[src/rtl/dma_rpt_addr_pkg.sv]
package dma_rpt_addr_pkg;

    typedef enum logic {
        XFER_SINGLE = 1'b0,
        XFER_BLOCK  = 1'b1
    } xfer_mode_e;

    // Requests an interrupt when one is enabled and a wrap is to be reported.
    function automatic logic irq_fire(input logic enable, input logic wrapped);
        return enable & wrapped;
    endfunction

endpackage

[src/rtl/rpt_mask_gen.sv]
// Builds the window mask: bit g is set when the area code exceeds g.
module rpt_mask_gen #(
    parameter int ADDR_W = 24,
    parameter int CODE_W = 5
) (
    input  logic [CODE_W-1:0] code_i,
    output logic [ADDR_W-1:0] mask_o
);
    for (genvar g = 0; g < ADDR_W; g++) begin : g_bit
        assign mask_o[g] = (32'(code_i) > g);
    end
endmodule

[src/rtl/rpt_addr_step.sv]
// Computes the next address inside the window and flags a wrap.
module rpt_addr_step #(
    parameter int ADDR_W = 24
) (
    input  logic [ADDR_W-1:0] addr_i,
    input  logic [ADDR_W-1:0] mask_i,
    output logic [ADDR_W-1:0] next_o,
    output logic              wrap_o
);
    localparam logic [ADDR_W-1:0] ONE = {{(ADDR_W-1){1'b0}}, 1'b1};

    logic [ADDR_W-1:0] inc;
    logic              area_on;

    always_comb begin
        inc     = addr_i + ONE;
        area_on = |mask_i;
        wrap_o  = area_on && ((addr_i & mask_i) == mask_i);
        if (area_on) begin
            next_o = (addr_i & ~mask_i) | (inc & mask_i);
        end else begin
            next_o = inc;
        end
    end
endmodule

[src/rtl/blk_tracker.sv]
// Position inside a block; a size of zero gives the full 2^BLK_W steps.
module blk_tracker #(
    parameter int BLK_W = 8
) (
    input  logic [BLK_W-1:0] cnt_i,
    input  logic [BLK_W-1:0] size_i,
    output logic             last_o,
    output logic [BLK_W-1:0] cnt_inc_o
);
    localparam logic [BLK_W-1:0] ONE = {{(BLK_W-1){1'b0}}, 1'b1};

    always_comb begin
        last_o    = (cnt_i == (size_i - ONE));
        cnt_inc_o = cnt_i + ONE;
    end
endmodule

[src/rtl/dma_rpt_addr_gen.sv]
module dma_rpt_addr_gen
    import dma_rpt_addr_pkg::*;
#(
    parameter int ADDR_W = 24,
    parameter int CODE_W = 5,
    parameter int BLK_W  = 8
) (
    input  logic              clk_i,
    input  logic              rst_ni,
    input  logic              restart_i,
    input  logic [ADDR_W-1:0] start_addr_i,
    input  logic [CODE_W-1:0] area_code_i,
    input  logic [BLK_W-1:0]  blk_size_i,
    input  logic              blk_mode_i,
    input  logic              irq_en_i,
    input  logic              step_i,
    output logic [ADDR_W-1:0] addr_o,
    output logic              blk_done_o,
    output logic              ovf_irq_o
);
    typedef struct packed {
        logic [ADDR_W-1:0] addr;
        logic [BLK_W-1:0]  cnt;
        logic              pend;
        logic              irq;
        logic              done;
    } gen_state_t;

    gen_state_t st_d, st_q;

    logic [ADDR_W-1:0] mask;
    logic [ADDR_W-1:0] next_addr;
    logic              wrap;
    logic              blk_last;
    logic [BLK_W-1:0]  cnt_inc;
    xfer_mode_e        mode;

    rpt_mask_gen #(.ADDR_W(ADDR_W), .CODE_W(CODE_W)) mask_i (
        .code_i (area_code_i),
        .mask_o (mask)
    );

    rpt_addr_step #(.ADDR_W(ADDR_W)) step_i_u (
        .addr_i (st_q.addr),
        .mask_i (mask),
        .next_o (next_addr),
        .wrap_o (wrap)
    );

    blk_tracker #(.BLK_W(BLK_W)) blk_i (
        .cnt_i     (st_q.cnt),
        .size_i    (blk_size_i),
        .last_o    (blk_last),
        .cnt_inc_o (cnt_inc)
    );

    assign mode = xfer_mode_e'(blk_mode_i);

    always_comb begin
        st_d      = st_q;
        st_d.done = 1'b0;
        if (restart_i) begin
            st_d.addr = start_addr_i;
            st_d.cnt  = '0;
            st_d.pend = 1'b0;
            st_d.irq  = 1'b0;
        end else if (step_i && !st_q.irq) begin
            st_d.addr = next_addr;
            if (mode == XFER_BLOCK) begin
                if (blk_last) begin
                    st_d.cnt  = '0;
                    st_d.done = 1'b1;
                    st_d.irq  = irq_fire(irq_en_i, st_q.pend | wrap);
                    st_d.pend = 1'b0;
                end else begin
                    st_d.cnt  = cnt_inc;
                    st_d.pend = st_q.pend | irq_fire(irq_en_i, wrap);
                end
            end else begin
                st_d.irq = irq_fire(irq_en_i, wrap);
            end
        end
    end

    always_ff @(posedge clk_i or negedge rst_ni) begin
        if (!rst_ni) begin
            st_q <= '0;
        end else begin
            st_q <= st_d;
        end
    end

    assign addr_o     = st_q.addr;
    assign blk_done_o = st_q.done;
    assign ovf_irq_o  = st_q.irq;
endmodule

[config.mk]
export PLATFORM = sky130hd
export DESIGN_NAME = dma_rpt_addr_gen
export DESIGN_NICKNAME = d
export VERILOG_FILES = /design/src/rtl/dma_rpt_addr_pkg.sv /design/src/rtl/rpt_mask_gen.sv /design/src/rtl/rpt_addr_step.sv /design/src/rtl/blk_tracker.sv /design/src/rtl/dma_rpt_addr_gen.sv
export SDC_FILE = /design/constraint.sdc
export NUM_CORES = 1
export LEC_CHECK = 0
export CAP_MARGIN = 20
export CORE_UTILIZATION = 64
export CTS_CLUSTER_SIZE = 14
export DETAILED_ROUTE_END_ITERATION = 8
export DONT_BUFFER_PORTS = 1
export PLACE_DENSITY = 0.8
export SETUP_SLACK_MARGIN = 0.4
export SLEW_MARGIN = 20
export SYNTH_ARGS = -nofsm -noshare
export SYNTH_HDL_FRONTEND = slang
export SYNTH_SLANG_ARGS = --single-unit
[constraint.sdc]
create_clock -name clk_i -period 3.3 [get_ports clk_i]
set_clock_uncertainty 0.1 [all_clocks]
set_input_delay 0.66 -clock clk_i [delete_from_list [all_inputs] [get_ports clk_i]]
set_output_delay 0.66 -clock clk_i [all_outputs]
set_load 0.1 [all_outputs]
Word level (Yosys, flattened, before mapping) --
Cells that the tools add are included.
Storage, ports and cells: output and inout port bits 26, register bits after elaboration 35, logic and storage cells 61
Operators by class: reduce and logical (&&, ||, !) cells 8, bitwise logic cells 9, order comparisons 24, muxes and demuxes 9, eq/ne operators 3, add/sub/neg operators 3
Operator list (count):
- $and 24x24->24 | 3
- $gt 5x4->1 const B | 8
- $gt 5x5->1 const B | 8
- $mux 35 | 1
- $mux 34 | 1
- $add 24x1->24 const B | 1
- $eq 24x24->1 | 1
- $mux 24 | 1
- $not 24->24 | 1
- $or 24x24->24 | 1
- $reduce_or 24->1 | 1
- $gt 5x3->1 const B | 4
- $mux 9 | 2
- $gt 5x1->1 const B | 2
- $gt 5x2->1 const B | 2
- $add 8x1->8 const B | 1
- $eq 8x8->1 | 1
- $sub 8x1->8 const B | 1
- $reduce_and 2->1 | 2
- $reduce_bool 2->1 | 2
- $mux 1 | 3
- $ne 3x2->1 const B | 1
- $and 1x1->1 | 2
- $logic_and 1x1->1 | 2
- other kinds (3) | 4

Logic depth before layout (Yosys ltp) --
depth after elaboration 10, depth in mapped cells 10

Hierarchy --
Synthesis repeated with hierarchy kept, for this count alone.
Unflattened totals: cells, all modules 390, area, all modules 3241.9 sq um
Modules (own cells, without submodules):
- dma_rpt_addr_gen | instances 1, area an instance 1799.2 sq um, cells each 178
- rpt_addr_step | instances 1, area an instance 822.0 sq um, cells each 124
- blk_tracker | instances 1, area an instance 319.1 sq um, cells each 43
- rpt_mask_gen | instances 1, area an instance 301.5 sq um, cells each 45

Worst setup path before layout --
No wires, ideal clock.
path kind input port to flip-flop, start point input port area_code_i[1], end point register st_q, in the netlist ovf_irq_o, cell stages on the path 10, path buffers 1, arrival 2.878 ns, library setup time 0.066 ns, setup slack 0.255 ns, cell sequence clkbuf_1 > or4_1 > nor2_1 > inv_2 > ha_1 > o21bai_1 > nor4_1 > nand4_1 > o41ai_1 > a41o_1
Between the ends: longest elaborated chain between the ends 10, elaborated cells between the ends (all ways) 35
Ends and longest elaborated chain:
- from (decl) | RTL line dma_rpt_addr_gen.sv:12 | input logic [CODE_W-1:0] area_code_i,
- $gt 5x1->1 (tied with other cells) | RTL line rpt_mask_gen.sv:10 | assign mask_o[g] = (32'(code_i) > g);
- $and 24x24->24 | RTL line rpt_addr_step.sv:18 | wrap_o = area_on && ((addr_i & mask_i) == mask_i);
- $eq 24x24->1 | RTL line rpt_addr_step.sv:18
- $logic_and 1x1->1 (*) | RTL line rpt_addr_step.sv:18
- $or 1x1->1 | RTL line dma_rpt_addr_gen.sv:73 | st_d.irq = irq_fire(irq_en_i, st_q.pend | wrap);
- $and 1x1->1 | RTL line dma_rpt_addr_pkg.sv:10 | return enable & wrapped;
- $mux 2 | RTL line dma_rpt_addr_gen.sv:70 | if (blk_last) begin
- $mux 1 (*) | RTL line dma_rpt_addr_gen.sv:69 | if (mode == XFER_BLOCK) begin
- $mux 35 (*) | RTL line dma_rpt_addr_gen.sv:67 | end else if (step_i && !st_q.irq) begin
- $mux 34 (*) | RTL line dma_rpt_addr_gen.sv:62 | if (restart_i) begin
- to (signal assigned) | RTL line dma_rpt_addr_gen.sv:89 | st_q <= st_d;
- to (decl) | RTL line dma_rpt_addr_gen.sv:29 | gen_state_t st_d, st_q;
Mark *: on every way between the ends. The rest lies on a longest branch, timed or not. The select of a mux whose other input is x is not followed. A chain may end at the register's enable or synchronous reset.

Worst setup path in the final report --
start point register st_q, in the netlist addr_o[1], end point register st_q, in the netlist addr_o[20]
Between the ends: longest elaborated chain between the ends 6
Ends and longest elaborated chain:
- $add 24x1->24 (*) | RTL line rpt_addr_step.sv:16 | inc = addr_i + ONE;
- $and 24x24->24 | RTL line rpt_addr_step.sv:20 | next_o = (addr_i & ~mask_i) | (inc & mask_i);
- $or 24x24->24 | RTL line rpt_addr_step.sv:20
- $mux 24 (*) | RTL line rpt_addr_step.sv:19 | if (area_on) begin
- $mux 35 (*) | RTL line dma_rpt_addr_gen.sv:67
- $mux 34 (*) | RTL line dma_rpt_addr_gen.sv:62
Marks and branches as above.

==> impl_metrics.py <==
metrics = {
    "floorplanning": {
        "ioPinCount": 69,
        "die-width_um": 69.6,
        "die_h_um": 69.6,
        "die_area_um2": 4840,
        "coreArea_um2": 4380,
        "rows": 24,
        "start_util_pct": 66.7,
    },
    "pwr": {
        "p_per_area_nw_per_um2": 433,
        "peakVddDrop_mv": 0.298,
        "leakage_uw": 0.00125,
    },
    "sta": {
        "rsz0062_at_grt": "false",
        "tightestPinTransition_ns": 0.876,
        "finalSetupTns_ns": 0,
        "final-setup-viol-count": 0,
        "max_freq_mhz": 363,
        "fin_crit_sh_pct": 83.5,
        "min_period_ns": 2.76,
        "hold_slack_ns": 0.0842,
        "finalHoldViolations": 0,
        "maxSlewHeadroom_pct": 41.6,
        "drv_slew": 0,
    },
    "clock_network": {
        "clkTransAtPathRegs_ns": 0.08,
        "clock-sinks": 35,
        "cts_setup_buffers": 0,
        "cts_tree": "done",
        "cts.path.max_buffers": 2,
        "clk-insertion-delay-late_ns": 0.30,
        "numCtsBuffers": 5,
        "root_buffer": "clkbuf_8",
        "ctsHtreeMaxLevel": 2,
    },
    "cells_and_area": {
        "post-route-util_pct": 69.8,
        "final_area_um2": 3060,
        "multi_input_area_um2": 1770,
        "antenna_cells": 0,
        "seqCellArea_um2": 876,
        "area_growth_pct": 4.75,
        "layout_common_cells": "36 x nand2_1, 35 x dfrtp_1, 27 x buf_4, 23 x o21ai_0, 20 x nor2_1",
        "final_common_cell": "nand2_1",
        "nFillCells": 371,
        "final_nets": 392,
        "drive_gt1_share_pct": 17.6,
    },
    "logic_synthesis": {
        "synth_nets": 397,
        "yosys_warnings": 0,
        "netlist_area_um2": 2920,
        "synth.avg_cell_area_um2": 8.35,
        "synth_cells": 350,
        "ys_seq_area_share_pct": 30.0,
        "synth_edf_count": 0,
        "yosys.area.top_type_share_pct": 30.0,
        "synth_ff_type": "dfrtp_1",
        "async_flop_share_pct": 100,
        "synth_top_area_cell": "dfrtp_1",
        "synth_seq_cells": 35,
        "synth_cell_types": 59,
        "yosys-top-cells-area": "dfrtp_1 30%, buf_4 6.2%, xnor2_1 5.1%, nand2_1 4.6%, mux2_2 4.6%",
    },
    "setup_path": {
        "max_stage_delay_ns": 0.52,
        "critical_path_class": "reg2reg",
        "cp.required_ns": 3.39,
        "cp_cell_sequence": "ha_1 -> and3b_1 -> nand4_1 -> or3_1 -> a2111oi_0 -> xor2_1 -> mux2_2",
        "rrSetupSlack_ns": 0.54,
        "end_kind": "flip-flop",
        "start_kind": "flip-flop",
        "slowest_stage": "or3_1",
        "crit_fanout": 6,
        "arrival_ns": 2.85,
    },
    "route": {
        "wl_per_cell_um": 19.1,
        "via_per_inst": 6.62,
        "drt-pass1-iter-count": 5,
        "vias": 2636,
        "ant_nets": 0,
        "drc": 0,
        "wirelength_mm": 7.60,
        "drtIter0Drc": 339,
    },
    "global_route": {
        "antenna_found_initial": 0,
        "grt_use_total_pct": 32.0,
        "grt_pass1_wl_mm": 12.1,
        "overflow": 0,
        "grt_start_max_net_pins": 42,
        "grt_pass1_vias": 2420,
    },
    "worst_hold_path": {
        "hold_path.class": "in2async",
    },
    "placed_design": {
        "placed_area_um2": 2950,
        "hpwl_mm": 5.63,
        "globalplace.congestion": 0.914,
        "port_buffers": 0,
    },
    "run": {
        "cap_viol_max_count": 0,
    },
    "run_status": {
        "status": "finished, final reports clean",
    },
}
-- cell usage after synthesis (8+ instances only) --
| library cell | n |
|---|---|
| nand2b_1 | 9 |
| buf_4 | 24 |
| nand2_1 | 36 |
| a21oi_1 | 18 |
| dfrtp_1 | 35 |
| xor2_1 | 13 |
| clkbuf_1 | 12 |
| mux2_2 | 12 |
| nand3_1 | 11 |
| inv_1 | 8 |
| nor2_1 | 21 |
| xnor2_1 | 17 |
| nor3_1 | 12 |
| o21ai_0 | 23 |
-- stage by stage --
| step | std cells | setup slack, ns | total power [uW] |
|---|---|---|---|
| after CTS | 398 | 0.619 | 1320 |
| after floorplan | 350 | 0.434 | 945 |
| after detailed placement | 389 | 0.423 | 981 |
| final | 398 | 0.545 | 1320 |
| after global placement | 389 | 0.504 | 975 |
| after global routing | 398 | 0.438 | 1370 |
-- cells by family after synthesis --
| group | after synthesis | synth area share, % |
|---|---|---|
| compound gates | 86 | 21.0 |
| xor+xnor | 30 | 8.99 |
| fa+ha+maj | 4 | 1.71 |
| buf+inv | 49 | 9.67 |
| flops | 35 | 30.0 |
| mux | 12 | 4.62 |
| simple gates | 134 | 24.1 |
-- power breakdown --
| part | leakage, uW | internal (uW) | switching (uW) |
|---|---|---|---|
| clock network | 0.0000443 | 151 | 185 |
| logic | 0.000768 | 127 | 364 |
| registers | 0.000440 | 461 | 36.6 |
-- worst max-delay path, delay by kind of cell (launching register included) --
| family | cells | cell delay, ns |
|---|---|---|
| AO/OA/AOI/OAI | 1 | 0.50 |
| XOR/XNOR | 1 | 0.14 |
| adder cells (fa/ha/maj) | 1 | 0.20 |
| flip-flops | 1 | 0.47 |
| multiplexers | 1 | 0.29 |
| AND/OR/NAND/NOR | 3 | 0.93 |
-- final timing paths --
path / from / endpoint / cells past startpoint
worst max-delay path: addr_o[1] / addr_o[20] / 7
worst min-delay path: rst_ni / addr_o[22] / 1
worst max register to register: addr_o[1] / addr_o[20] / 7
worst min register to register: st_q[3] / st_q[3] / 1
max in group asynchronous: rst_ni / addr_o[7] / 1
min in group clk_i: restart_i / addr_o[0] / 1
-- per-layer routing --
layer	global-route usage, %	up-vias	part of all wire (%)
met5	0	-	0
met4	9.30	0	1.3
met3	7.85	14	9.3
met2	46.8	140	45
met1	46.9	1228	45
li1	-	1254	-
-- repair_timing --
item,CTS,global route
gates resized for setup,0,0
hold buffers,1,0
hold endpoints to repair,35,0
-- final cells by class --
class                      count  share of cell area [%]
timing repair buffer          28                    7.27
multi-input combinational    266                    57.8
tap                           52                    2.13
sequential                    35                    28.6
inverter                       9                    1.10
clock inverter                 3                   0.817
clock buffer                   5                    2.25
-- registers in the layout (all words and copies together), names as in the netlist --
name and cells:
addr_o 24, ovf_irq_o 1, blk_done_o 1, st_q 9
Power figures use the tool's default switching activity.
